`config.mk`:
```
export PLATFORM = sky130hd
export DESIGN_NAME = scan_tap
export DESIGN_NICKNAME = d
export VERILOG_FILES = /design/src/rtl/scan_tap_pkg.sv /design/src/rtl/scan_tap_fsm.sv /design/src/rtl/scan_tap_ir.sv /design/src/rtl/scan_tap_bsr.sv /design/src/rtl/scan_tap.sv
export SDC_FILE = /design/constraint.sdc
export NUM_CORES = 1
export LEC_CHECK = 0
export BUFFER_PORTS_ARGS = -buffer_cell sky130_fd_sc_hd__buf_4
export CORE_MARGIN = 2
export CORE_UTILIZATION = 57
export CTS_CLUSTER_SIZE = 28
export DETAILED_ROUTE_END_ITERATION = 12
export GPL_ROUTABILITY_DRIVEN = 1
export PLACE_DENSITY = 0.81
export SLEW_MARGIN = 20
export SYNTH_ARGS = -nofsm -noshare
export SYNTH_HDL_FRONTEND = slang
export SYNTH_SLANG_ARGS = --single-unit
```
`constraint.sdc`:
```
create_clock -name tck -period 2.25 [get_ports tck]
set_input_delay 0.45 -clock tck [delete_from_list [all_inputs] [get_ports tck]]
set_output_delay 0.45 -clock tck [all_outputs]
set_load 0.02 [all_outputs]
```
`src/rtl/scan_tap_pkg.sv`:
```
// Shared types for the scan test port: controller state encoding and
// instruction decode helpers. Assumes a two-bit instruction register.
package scan_tap_pkg;

    typedef enum logic [3:0] {
        ST_RESET    = 4'hF,
        ST_IDLE     = 4'hC,
        ST_SEL_DR   = 4'h7,
        ST_CAP_DR   = 4'h6,
        ST_SHIFT_DR = 4'h2,
        ST_EXIT1_DR = 4'h1,
        ST_PAUSE_DR = 4'h3,
        ST_EXIT2_DR = 4'h0,
        ST_UPD_DR   = 4'h5,
        ST_SEL_IR   = 4'h4,
        ST_CAP_IR   = 4'hE,
        ST_SHIFT_IR = 4'hA,
        ST_EXIT1_IR = 4'h9,
        ST_PAUSE_IR = 4'hB,
        ST_EXIT2_IR = 4'h8,
        ST_UPD_IR   = 4'hD
    } tap_state_t;

    localparam int IR_W = 2;
    localparam logic [IR_W-1:0] OP_BYPASS  = 2'b11;
    localparam logic [IR_W-1:0] OP_EXTEST  = 2'b00;
    localparam logic [IR_W-1:0] IR_CAPTURE = 2'b01;

    // True when the instruction routes the one-stage bypass path.
    function automatic logic op_is_bypass(input logic [IR_W-1:0] op);
        return op == OP_BYPASS;
    endfunction

    // True when the instruction lets the boundary cells drive the pins.
    function automatic logic op_is_extest(input logic [IR_W-1:0] op);
        return op == OP_EXTEST;
    endfunction

endpackage

```
`src/rtl/scan_tap_fsm.sv`:
```
// Sixteen-state test controller. Advances on the rising test clock from
// the mode-select input; a low reset at a rising edge forces the reset
// state. Exposes both the current and the next state.
module scan_tap_fsm
    import scan_tap_pkg::*;
(
    input  logic       tck,
    input  logic       trst_n,
    input  logic       tms,
    output tap_state_t state,
    output tap_state_t state_nxt
);

    // Next-state decode from current state and mode select.
    always_comb begin
        unique case (state)
            ST_RESET:    state_nxt = tms ? ST_RESET    : ST_IDLE;
            ST_IDLE:     state_nxt = tms ? ST_SEL_DR   : ST_IDLE;
            ST_SEL_DR:   state_nxt = tms ? ST_SEL_IR   : ST_CAP_DR;
            ST_CAP_DR:   state_nxt = tms ? ST_EXIT1_DR : ST_SHIFT_DR;
            ST_SHIFT_DR: state_nxt = tms ? ST_EXIT1_DR : ST_SHIFT_DR;
            ST_EXIT1_DR: state_nxt = tms ? ST_UPD_DR   : ST_PAUSE_DR;
            ST_PAUSE_DR: state_nxt = tms ? ST_EXIT2_DR : ST_PAUSE_DR;
            ST_EXIT2_DR: state_nxt = tms ? ST_UPD_DR   : ST_SHIFT_DR;
            ST_UPD_DR:   state_nxt = tms ? ST_SEL_DR   : ST_IDLE;
            ST_SEL_IR:   state_nxt = tms ? ST_RESET    : ST_CAP_IR;
            ST_CAP_IR:   state_nxt = tms ? ST_EXIT1_IR : ST_SHIFT_IR;
            ST_SHIFT_IR: state_nxt = tms ? ST_EXIT1_IR : ST_SHIFT_IR;
            ST_EXIT1_IR: state_nxt = tms ? ST_UPD_IR   : ST_PAUSE_IR;
            ST_PAUSE_IR: state_nxt = tms ? ST_EXIT2_IR : ST_PAUSE_IR;
            ST_EXIT2_IR: state_nxt = tms ? ST_UPD_IR   : ST_SHIFT_IR;
            ST_UPD_IR:   state_nxt = tms ? ST_SEL_DR   : ST_IDLE;
            default:     state_nxt = ST_RESET;
        endcase
    end

    // State register with synchronous active-low reset.
    always_ff @(posedge tck) begin
        if (!trst_n) state <= ST_RESET;
        else         state <= state_nxt;
    end

endmodule

```
`src/rtl/scan_tap_ir.sv`:
```
// Two-bit instruction register: a shift stage that captures a fixed
// pattern and shifts LSB first, and an active stage written on Update-IR.
// The active stage reloads the bypass code on any entry to reset.
module scan_tap_ir
    import scan_tap_pkg::*;
(
    input  logic            tck,
    input  logic            trst_n,
    input  tap_state_t      state,
    input  tap_state_t      state_nxt,
    input  logic            tdi,
    output logic            ir_so,
    output logic [IR_W-1:0] ir_active
);

    logic [IR_W-1:0] ir_shift;

    // Shift stage: capture fixed pattern, shift toward bit 0.
    always_ff @(posedge tck) begin
        if (!trst_n)                      ir_shift <= IR_CAPTURE;
        else if (state == ST_CAP_IR)      ir_shift <= IR_CAPTURE;
        else if (state == ST_SHIFT_IR)    ir_shift <= {tdi, ir_shift[IR_W-1:1]};
    end

    // Active stage: reload bypass on reset entry, else take update.
    always_ff @(posedge tck) begin
        if (!trst_n)                      ir_active <= OP_BYPASS;
        else if (state_nxt == ST_RESET)   ir_active <= OP_BYPASS;
        else if (state == ST_UPD_IR)      ir_active <= ir_shift;
    end

    assign ir_so = ir_shift[0];

endmodule

```
`src/rtl/scan_tap_bsr.sv`:
```
// Boundary register chain of LEN cells with a parallel update stage.
// Bit 0 is nearest the serial output; serial input enters at bit LEN-1.
module scan_tap_bsr #(
    parameter int LEN = 8
) (
    input  logic           tck,
    input  logic           trst_n,
    input  logic           cap_en,
    input  logic           shift_en,
    input  logic           upd_en,
    input  logic           tdi,
    input  logic [LEN-1:0] pin_in,
    output logic           bsr_so,
    output logic [LEN-1:0] upd_q
);

    logic [LEN-1:0] chain_q;

    // One capture/shift cell per boundary position.
    for (genvar g = 0; g < LEN; g++) begin : g_cell
        logic nxt_in;
        if (g == LEN - 1) begin : g_top
            assign nxt_in = tdi;
        end else begin : g_mid
            assign nxt_in = chain_q[g+1];
        end

        // Cell flop: capture pin value or take neighbour during shift.
        always_ff @(posedge tck) begin
            if (!trst_n)       chain_q[g] <= 1'b0;
            else if (cap_en)   chain_q[g] <= pin_in[g];
            else if (shift_en) chain_q[g] <= nxt_in;
        end
    end

    // Update stage: parallel load on Update-DR, cleared by reset.
    always_ff @(posedge tck) begin
        if (!trst_n)     upd_q <= '0;
        else if (upd_en) upd_q <= chain_q;
    end

    assign bsr_so = chain_q[0];

endmodule

```
`src/rtl/scan_tap.sv`:
```
// Boundary-scan test port top: controller, instruction register, bypass
// stage, boundary chain and falling-edge output stage. Assumes trst_n is
// held low over at least one whole tck period.
module scan_tap
    import scan_tap_pkg::*;
#(
    parameter int BSR_LEN = 8
) (
    input  logic               tck,
    input  logic               trst_n,
    input  logic               tms,
    input  logic               tdi,
    input  logic [BSR_LEN-1:0] pin_in,
    output logic               tdo,
    output logic               tdo_oe,
    output logic [BSR_LEN-1:0] pin_out,
    output logic               pin_drive
);

    tap_state_t      state;
    tap_state_t      state_nxt;
    logic            ir_so;
    logic [IR_W-1:0] ir_active;
    logic            byp_q;
    logic            bsr_so;
    logic            sel_byp;
    logic            bsr_cap;
    logic            bsr_shift;
    logic            bsr_upd;

    scan_tap_fsm u_fsm (
        .tck       (tck),
        .trst_n    (trst_n),
        .tms       (tms),
        .state     (state),
        .state_nxt (state_nxt)
    );

    scan_tap_ir u_ir (
        .tck       (tck),
        .trst_n    (trst_n),
        .state     (state),
        .state_nxt (state_nxt),
        .tdi       (tdi),
        .ir_so     (ir_so),
        .ir_active (ir_active)
    );

    // Decode of the data register path from the active instruction.
    always_comb begin
        sel_byp   = op_is_bypass(ir_active);
        bsr_cap   = !sel_byp && (state == ST_CAP_DR);
        bsr_shift = !sel_byp && (state == ST_SHIFT_DR);
        bsr_upd   = !sel_byp && (state == ST_UPD_DR);
        pin_drive = op_is_extest(ir_active);
    end

    scan_tap_bsr #(.LEN(BSR_LEN)) u_bsr (
        .tck      (tck),
        .trst_n   (trst_n),
        .cap_en   (bsr_cap),
        .shift_en (bsr_shift),
        .upd_en   (bsr_upd),
        .tdi      (tdi),
        .pin_in   (pin_in),
        .bsr_so   (bsr_so),
        .upd_q    (pin_out)
    );

    // Bypass stage: zero on capture, one-bit delay during shift.
    always_ff @(posedge tck) begin
        if (!trst_n)                                 byp_q <= 1'b0;
        else if (sel_byp && state == ST_CAP_DR)      byp_q <= 1'b0;
        else if (sel_byp && state == ST_SHIFT_DR)    byp_q <= tdi;
    end

    // Output stage on falling edge: drive only in shift states.
    always_ff @(negedge tck) begin
        if (!trst_n) begin
            tdo    <= 1'b0;
            tdo_oe <= 1'b0;
        end else if (state == ST_SHIFT_IR) begin
            tdo    <= ir_so;
            tdo_oe <= 1'b1;
        end else if (state == ST_SHIFT_DR) begin
            tdo    <= sel_byp ? byp_q : bsr_so;
            tdo_oe <= 1'b1;
        end else begin
            tdo    <= 1'b0;
            tdo_oe <= 1'b0;
        end
    end

endmodule

```
==> reports/metrics.yaml, run 1 <==
ys_async_sr_fraction_pct: 0
placement_rows: 16
synth_edf_count: 0
path_buf_inv: 1
setup_ws_ps: -134
drt-pass1-iter-count: 4
path_cells: "buf_6"
htreeDepth: 1
critical_path.endpoint: "tdo_oe"
rsz0062_at_grt: "yes"
cts_inserted_buffers: 3
remaining_drc_errors: 0
syn_avg_cell_area_um2: 9.17
synthesis.yosys.warnings: 0
final-instance-count-excl-fill: 186
violations: "negative setup slack"
flow.area_growth_from_synthesis_pct: 19.0
r2r_cells: 3
final_antenna_violating_net_count: 0
final-setup-viol-count: 2
detailedRoute.firstIterationViolations: 22
cts_tree: "yes"
most_common_library_cell_in_the_layout_ignoring_fill_and_taps: "sky130_fd_sc_hd__buf_4"
timing_hold_violations_final: 0
crit_cells: 1
worst_hold_path_type: "input port to flop"
layout.cell_area.non_filler_um2: 1480
worst_slew_pin_slew_ps: 704
first_pass_grt_wire_length_mm: 4.73
cts-root-to-sink-buffers: 2
post-layout-total-power_w: 0.000931
register_bit_count_reported_by_yosys: 27
largest_vdd_supply_drop_v: 0.000441
busiest_layer_in_global_routing: "met2"
final_layout_size_suffix_gt1_share_pct: 25.2
start_util_pct: 61.7
worst_clock_skew_ps: 52.6
critPathMaxStageDelay_ps: 310
dpl.cell_count: 181
route.detailed.vias_per_inst: 5.87
synth_fp_nets: 148
syn_inst: 136
max_cap_viol_count: 0
grt_use_total_pct: 24.4
timing.critical_path.fanout_max: 1
maxSlewViolCount: 0
gpl.final_weighted_congestion: 0.860
dpl-instance-area_um2: 1420
synth_ff_type: "sky130_fd_sc_hd__dfxtp_1"
routed-via-count: 1092
avgRoutedWirePerCell_um: 14.5
setup_tns_ps: -260
ys_types: 34
global_route.usage.met3_pct: 3.57
timing.critical_path.from: "tdo_oe"
wirelength_mm: 2.69
regToRegStartpoint: "u_ir.ir_active[0]"
powerDensity_nw_per_um2: 628
cts_root_buf: "sky130_fd_sc_hd__clkbuf_4"
critical_path_start_end_classification: "flop to output port"
timing.critical_path.arrival_ps: 1930
first_global_vias: 1011
groute.layer.met2.usage_pct: 41.2
synth_largest_type_area_fraction_pct: 43.3
clk_pin_slew_worst_paths_ps: 150
die_h_um: 50.8
grt.overflow.total: 0
status: "finished with violations"
antenna_found_initial: 0
maximum_number_of_pins_on_one_net_before_global_route_repair: 20
ff2ff_setup_slack_ps: 60
netlist_top_cells_area: "sky130_fd_sc_hd__dfxtp_1, sky130_fd_sc_hd__a21oi_1, sky130_fd_sc_hd__mux2i_1"
insertion_delay_ps: 380
yosysSeqAreaShare_pct: 43.3
cts.sink_count: 27
core_box_area_um2: 2020
die_w_um: 50.8
ioPinCount: 23
critPathRequiredTime_ps: 1800
portBuffers: 22
post_synth_instance_area_um2: 1250
power.leakage_nw: 0.647
endpoint_kind: "output port"
worstReg2RegEnd: "tdo"
worst_setup_path_start_kind: "flop"
antenna_cells: 0
layout.nets: 172
max_slew_margin_pct: 53.1
fp.dieArea_um2: 2580
synth_largest_area_cell: "sky130_fd_sc_hd__dfxtp_1"
grt_use_met1_pct: 32.1
cp_slowest_cell: "sky130_fd_sc_hd__dfxtp_2"
cpLargestDelayFamily: "flip-flops"
dp_hpwl_mm: 1.96
final_cell_mix: "sky130_fd_sc_hd__buf_4, sky130_fd_sc_hd__dfxtp_1, sky130_fd_sc_hd__a21oi_1, sky130_fd_sc_hd__o21ai_0, sky130_fd_sc_hd__nand3_1"
[layer usage]
layer  wire [um]  vias up
li1            -      544
met1        1260      514
met2        1290       32
met3         107        2
met4          30        0
met5           0        -
[metrics by stage]
| stage | hold WS [ps] | utilization [%] | worst slack [ps] |
|---|---|---|---|
| CTS | 408 | 73.4 | -147 |
| finish | 416 | 73.4 | -134 |
| global route | 415 | 73.4 | -173 |
| floorplan | 444 | - | 106 |
| detailed placement | 465 | 70.4 | 46.5 |
| global placement | 453 | 70.4 | 96.1 |
[cell type report]
cell class	count	area (um^2)
clock buffers	4	47.5
clock inverters	2	7.51
fillers	158	538
inverters	4	15.0
multi-input cells	94	619
flip-flops and latches	27	543
well taps	27	33.8
repair buffers	28	218
[worst reg2reg max path: stages (launching register included)]
cell and delay, ps:
sky130_fd_sc_hd__dfxtp_1 450, sky130_fd_sc_hd__nand2_1 110, sky130_fd_sc_hd__a211o_1 300, sky130_fd_sc_hd__o211a_1 110
[cell families (layout without fill, tap and decap cells)]
logic type | after synthesis | after routing | synth area share, %
mux | 9 | 9 | 7.22
buf+inv | 15 | 38 | 7.02
simple gates | 31 | 31 | 15.2
compound gates | 54 | 54 | 27.2
flops | 27 | 27 | 43.3
[cell usage after synthesis, types with 3 or more instances]
cell type / count
sky130_fd_sc_hd__a21oi_1: 21
sky130_fd_sc_hd__mux2i_1: 9
sky130_fd_sc_hd__dfxtp_1: 27
sky130_fd_sc_hd__buf_2: 4
sky130_fd_sc_hd__nor3_1: 4
sky130_fd_sc_hd__o21ai_0: 14
sky130_fd_sc_hd__a211oi_1: 7
sky130_fd_sc_hd__nand2_1: 3
sky130_fd_sc_hd__nand3_1: 10
sky130_fd_sc_hd__buf_4: 3
sky130_fd_sc_hd__inv_1: 5
[where the power goes]
| group | switching [W] | total (W) | internal, W |
|---|---|---|---|
| clock network | 0.000156 | 0.000296 | 0.000141 |
| logic | 0.0000757 | 0.000136 | 0.0000603 |
| registers | 0.0000103 | 0.000499 | 0.000489 |
[flip-flops by register name, summed over array words and instances (netlist names)]
name,count
u_ir.ir_shift,2
u_ir.ir_active,2
u_bsr.upd_q,8
tdo_oe,1
u_fsm.state,4
u_bsr.bsr_so,1
tdo,1
u_bsr.g_cell.nxt_in,7
byp_q,1
[worst min path at each step]
stage | start | to | slack, ps | cells after the start
after global placement | byp_q | byp_q | 450 | 2
final | trst_n | u_ir.ir_active[0] | 420 | 3
after floorplan | byp_q | byp_q | 440 | 2
after global routing | pin_in[7] | u_bsr.g_cell[6].nxt_in | 410 | 3
after detailed placement | byp_q | byp_q | 460 | 2
after CTS | trst_n | u_ir.ir_active[1] | 410 | 3
[what timing repair did]
action | 4_1_cts | 5_1_grt
endpoints found under the setup margin | 2 | 2
hold buffers | 0 | 0
buffers inserted | 0 | 0
resized for setup | 4 | 0
Note: power is estimated with default switching activity, not from simulation.
==> run 2, diff against run 1 <==
--- a/config.mk
+++ b/config.mk
@@ -5,13 +5,15 @@
 export SDC_FILE = /design/constraint.sdc
 export NUM_CORES = 1
 export LEC_CHECK = 0
-export BUFFER_PORTS_ARGS = -buffer_cell sky130_fd_sc_hd__buf_4
+export ABC_AREA = 1
+export BUFFER_PORTS_ARGS = -buffer_cell sky130_fd_sc_hd__buf_2
 export CORE_MARGIN = 2
-export CORE_UTILIZATION = 57
+export CORE_UTILIZATION = 58
 export CTS_CLUSTER_SIZE = 28
 export DETAILED_ROUTE_END_ITERATION = 12
 export GPL_ROUTABILITY_DRIVEN = 1
-export PLACE_DENSITY = 0.81
+export HOLD_SLACK_MARGIN = 0.1
+export PLACE_DENSITY = 0.83
 export SLEW_MARGIN = 20
 export SYNTH_ARGS = -nofsm -noshare
 export SYNTH_HDL_FRONTEND = slang
==> reports/metrics.yaml, run 2 <==
cts_root_buf: "sky130_fd_sc_hd__clkbuf_4"
max_flop_register: "u_bsr.upd_q"
number_of_flip_flops_under_the_largest_register_name: 8
die_w_um: 50.5
max_slew_margin_pct: 79.9
layout.nets: 210
finished_core_util_pct: 73.8
status: "finished with violations"
syn_inst: 167
timing.critical_path.fanout_max: 1
register_bit_count_reported_by_yosys: 27
critPathMaxStageDelay_ps: 310
critPathRequiredTime_ps: 1800
setup_ws_ps: -130
wirelength_mm: 2.80
worst_setup_path_start_kind: "flop"
power.leakage_nw: 0.753
cts-root-to-sink-buffers: 2
timing.critical_path.from: "tdo"
min-delay-start: "tdi"
maxSlewViolCount: 0
maximum_number_of_pins_on_one_net_before_global_route_repair: 17
synth_common_cells: "sky130_fd_sc_hd__nor2_1, sky130_fd_sc_hd__dfxtp_1, sky130_fd_sc_hd__nand2_1"
final-setup-viol-count: 2
timing_hold_violations_final: 0
first_pass_grt_wire_length_mm: 4.96
most_common_library_cell_in_the_layout_ignoring_fill_and_taps: "sky130_fd_sc_hd__nor2_1"
fp.dieArea_um2: 2550
dpl-instance-area_um2: 1430
syn_avg_cell_area_um2: 7.51
portBuffers: 22
synth_edf_count: 0
max_cap_viol_count: 0
final_layout_size_suffix_gt1_share_pct: 23.9
worst_hold_path_type: "input port to flop"
start_util_pct: 62.7
antenna_cells: 0
core_box_area_um2: 2000
yosysSeqAreaShare_pct: 43.1
ff_latch_area_um2: 544
synthesis.yosys.warnings: 0
final_cell_mix: "sky130_fd_sc_hd__nor2_1, sky130_fd_sc_hd__dfxtp_1, sky130_fd_sc_hd__nand2_1, sky130_fd_sc_hd__buf_2, sky130_fd_sc_hd__inv_1"
dp_hpwl_mm: 2.18
cts.sink_count: 27
cpLargestDelayFamily: "flip-flops"
multi_input_combinational_cell_area_um2: 603
largest_vdd_supply_drop_v: 0.000566
regToRegStartpoint: "u_fsm.state[1]"
avgRoutedWirePerCell_um: 12.5
first_global_vias: 1104
path_cells: "buf_6"
critical_path_start_end_classification: "flop to output port"
powerDensity_nw_per_um2: 989
synth_ff_type: "sky130_fd_sc_hd__dfxtp_1"
remaining_drc_errors: 0
post_synth_instance_area_um2: 1250
cts.hold.buffers_added: 0
path_buf_inv: 1
synth_fp_nets: 179
detailedRoute.firstIterationViolations: 68
flow.area_growth_from_synthesis_pct: 17.6
timing.critical_path.arrival_ps: 1930
netlist_top_cells_area: "sky130_fd_sc_hd__dfxtp_1, sky130_fd_sc_hd__nor2_1, sky130_fd_sc_hd__mux2i_1"
ys_async_sr_fraction_pct: 0
worst_slew_pin_slew_ps: 301
route.detailed.vias_per_inst: 5.49
synth_largest_area_cell: "sky130_fd_sc_hd__dfxtp_1"
synth_most_common_cell: "sky130_fd_sc_hd__nor2_1"
cp_slowest_cell: "sky130_fd_sc_hd__dfxtp_2"
htreeDepth: 1
drt-pass1-iter-count: 4
cts_inserted_buffers: 3
antenna_found_initial: 0
post-layout-total-power_w: 0.00146
rsz0062_at_grt: "yes"
violations: "negative setup slack"
ioPinCount: 23
endpoint_kind: "output port"
layout.cell_area.non_filler_um2: 1480
grt.overflow.total: 0
insertion_delay_ps: 380
placement_rows: 16
die_h_um: 50.5
synth_largest_type_area_fraction_pct: 43.1
fillers: 158
clk_pin_slew_worst_paths_ps: 140
gpl.final_weighted_congestion: 0.930
cts_tree: "yes"
worst_clock_skew_ps: 58.4
ys_types: 23
routed-via-count: 1230
grt_use_total_pct: 25.5
final_antenna_violating_net_count: 0
==> run 2: changes by cell type after synthesis, moves of 4 or more <==
| cell | before | now |
|---|---|---|
| sky130_fd_sc_hd__inv_1 | 5 | 15 |
| sky130_fd_sc_hd__o21ai_0 | 14 | 10 |
| sky130_fd_sc_hd__nand2_1 | 3 | 21 |
| sky130_fd_sc_hd__a21oi_1 | 21 | 6 |
| sky130_fd_sc_hd__nor2_1 | 1 | 39 |
==> run 2: where the power goes <==
part           leakage (nW)  total (W)  switching [W]  internal [W]
Clock                0.0287   0.000214       0.000144     0.0000706
Combinational         0.504   0.000613       0.000376      0.000238
Sequential            0.220   0.000633      0.0000768      0.000556
==> run 2: cell families (layout without fill, tap and decap cells) <==
family                 count (synthesis)  after routing  share of synthesized area [%]
multiplexers                           8              8                           6.38
AO/OA/AOI/OAI                         27             27                           13.7
flip-flops                            27             27                           43.1
AND/OR/NAND/NOR                       80             80                           28.0
buffers and inverters                 25             55                           8.87
==> run 2: path summary, 6_finish.rpt <==
check                     endpoint  slack [ps]  cells past startpoint
hold reg to reg     u_bsr.upd_q[0]         500                      2
setup / recovery               tdo        -130                      1
hold / removal    u_ir.ir_shift[1]         380                      3
setup reg to reg               tdo          40                      6
==> run 2: area by class of cell <==
cell class / count / area share (%)
multi-input combinational: 115 / 40.8
sequential: 27 / 36.9
timing repair buffer: 32 / 13.4
inverter: 17 / 4.32
tap: 27 / 2.29
clock buffer: 3 / 1.53
clock inverter: 3 / 0.763
==> run 2: worst reg2reg max path: cells and delay by family, from the launching register on <==
kind	cells	cell delay, ps
buffers and inverters	1	80
flip-flops	1	450
AND/OR/NAND/NOR	3	350
AO/OA/AOI/OAI	2	190
==> run 2: repair_timing <==
action                     4_1_cts  5_1_grt
resized for setup                7        0
setup endpoints to repair        3        3
buffers inserted                 0        0
pin swaps                        0        0
hold endpoints to repair         0        0
==> run 2: per-stage QoR <==
stage                     setup TNS, ps  setup slack (ps)  std cells  hold slack [ps]
final                              -257              -130        224              376
after global placement                0              36.1        219              458
after detailed placement          -51.1             -51.1        219              472
after global routing               -337              -169        224              382
after CTS                          -276              -140        224              367
after floorplan                       0              44.3        167              441
==> run 2: routing by layer <==
metal  share of wire, %  track usage [%]  up-vias  wire length, um
met5                  0                0        -                0
met4                1.6             9.01        0               46
met3                5.7             3.57        7              160
met2                 51             44.3       48             1420
met1                 42             32.1      564             1180
li1                   -                -      611                -
==> run 3, diff against run 2 <==
--- a/config.mk
+++ b/config.mk
@@ -8,12 +8,12 @@
 export ABC_AREA = 1
 export BUFFER_PORTS_ARGS = -buffer_cell sky130_fd_sc_hd__buf_2
 export CORE_MARGIN = 2
-export CORE_UTILIZATION = 58
+export CORE_UTILIZATION = 53
 export CTS_CLUSTER_SIZE = 28
 export DETAILED_ROUTE_END_ITERATION = 12
 export GPL_ROUTABILITY_DRIVEN = 1
 export HOLD_SLACK_MARGIN = 0.1
-export PLACE_DENSITY = 0.83
+export PLACE_DENSITY = 0.77
 export SLEW_MARGIN = 20
 export SYNTH_ARGS = -nofsm -noshare
 export SYNTH_HDL_FRONTEND = slang
==> constraint.sdc (replaced) <==
create_clock -name tck -period 2.4 [get_ports tck]
set_input_delay 0.48 -clock tck [delete_from_list [all_inputs] [get_ports tck]]
set_output_delay 0.48 -clock tck [all_outputs]
set_load 0.02 [all_outputs]
==> reports/metrics.yaml, run 3 (synthesis results as in run 2) <==
violations: "negative setup slack"
routed-wl-met3_um: 123
maxSlewViolCount: 0
start_util_pct: 56.2
final_layout_size_suffix_gt1_share_pct: 23.6
cts_post_setup_buffers_inserted: 0
route.detailed.vias_per_inst: 5.43
powerDensity_nw_per_um2: 924
rsz0062_at_grt: "yes"
antenna_found_initial: 0
fp.dieArea_um2: 2770
max_flop_register: "u_bsr.upd_q"
number_of_flip_flops_under_the_largest_register_name: 8
most_common_library_cell_in_the_layout_ignoring_fill_and_taps: "sky130_fd_sc_hd__nor2_1"
cts.hold.buffers_added: 0
first_pass_grt_wire_length_mm: 4.91
clk_pin_slew_worst_paths_ps: 140
detailedRoute.firstIterationViolations: 32
portBuffers: 22
path_cells: "buf_6"
core_box_area_um2: 2230
critPathRequiredTime_ps: 1920
timing.critical_path.arrival_ps: 2030
routed-via-count: 1212
max_slew_margin_pct: 81.2
grt.overflow.total: 0
htreeDepth: 1
avgRoutedWirePerCell_um: 12.8
die_w_um: 52.7
setup_tns_ps: -204
cpLargestDelayFamily: "flip-flops"
placement_rows: 17
max_cap_viol_count: 0
grt_use_total_pct: 24.0
dr_wl_met2_mm: 1.51
gpl.final_weighted_congestion: 0.881
timing_hold_violations_final: 0
dpl.cell_count: 218
hold_slack_ps: 402
flow.area_growth_from_synthesis_pct: 16.9
worst_slew_pin_slew_ps: 280
cts.sink_count: 27
final-setup-viol-count: 2
wirelength_mm: 2.85
cts_inserted_buffers: 3
worst_setup_path_start_kind: "flop"
final_cell_mix: "sky130_fd_sc_hd__nor2_1, sky130_fd_sc_hd__dfxtp_1, sky130_fd_sc_hd__nand2_1, sky130_fd_sc_hd__buf_2, sky130_fd_sc_hd__inv_1"
status: "finished with violations"
worst_clock_skew_ps: 69.0
ioPinCount: 23
routedLengthMet1_mm: 1.16
path_buf_inv: 1
largest_vdd_supply_drop_v: 0.000700
layout.nets: 208
fillers: 198
antenna_cells: 0
die_h_um: 52.7
drt-pass1-iter-count: 5
power.leakage_nw: 0.738
final-instance-count-excl-fill: 223
timing.critical_path.fanout_max: 1
ff_latch_area_um2: 546
critical_path_start_end_classification: "flop to output port"
worst_hold_path_type: "input port to flop"
cts-root-to-sink-buffers: 2
maximum_number_of_pins_on_one_net_before_global_route_repair: 17
first_global_vias: 1187
critPathMaxStageDelay_ps: 310
setup_ws_ps: -111
multi_input_combinational_cell_area_um2: 603
cts_root_buf: "sky130_fd_sc_hd__clkbuf_4"
topRoutingLayerUsed: "met4"
insertion_delay_ps: 400
endpoint_kind: "output port"
final_antenna_violating_net_count: 0
cp_slowest_cell: "sky130_fd_sc_hd__dfxtp_2"
dp_hpwl_mm: 2.13
post-layout-total-power_w: 0.00136
cts_tree: "yes"
remaining_drc_errors: 0
## run 3: cell count changes in the layout (fill, tap and decap cells not counted), sizes merged
| cell | previous run | this run |
|---|---|---|
| inv | 20 | 19 |
| clkinvlp | 0 | 1 |
| buf | 32 | 30 |
## run 3: area by class of cell
cell class / count / share of cell area [%]
Clock buffer: 3 / 1.53
Clock inverter: 3 / 1.02
Inverter: 17 / 4.35
Multi-Input combinational cell: 115 / 41.1
Sequential cell: 27 / 37.2
Tap cell: 28 / 2.39
Timing Repair Buffer: 30 / 12.4
## run 3: what timing repair did
| item | in CTS | in global routing |
|---|---|---|
| hold endpoints to repair | 0 | 0 |
| setup endpoints to repair | 2 | 3 |
| resized for setup | 6 | 2 |
## run 3: power breakdown
group          leakage [nW]  total [W]  switching [W]  internal, W
clock network        0.0246   0.000219       0.000150    0.0000682
registers             0.220   0.000597      0.0000743     0.000523
logic                 0.494   0.000540       0.000344     0.000196
total                 0.738    0.00136       0.000568     0.000788
## run 3: per-stage QoR
stage	cell area (um^2)	utilization [%]	worst slack [ps]
after detailed placement	1420	63.4	58.7
after CTS	1470	65.6	-121
final	1470	65.7	-111
after global placement	1420	63.4	151
after global routing	1470	65.7	-144
after floorplan	1250	-	119
## run 3: path summary, 6_finish.rpt
kind | startpoint | endpoint | slack (ps) | cells after the start
max | tdo_oe | tdo_oe | -110 | 1
min | tdi | u_ir.ir_shift[1] | 400 | 3
max reg2reg | u_fsm.state[1] | tdo | 50 | 6
min reg2reg | u_bsr.upd_q[7] | u_bsr.upd_q[7] | 500 | 2
## run 3: metal layers
metal  GRT usage [%]  vias to the layer above
met5               0                        -
met4            9.40                        0
met3            6.29                        8
met2            44.8                       38
met1            25.3                      563
li1                -                      603
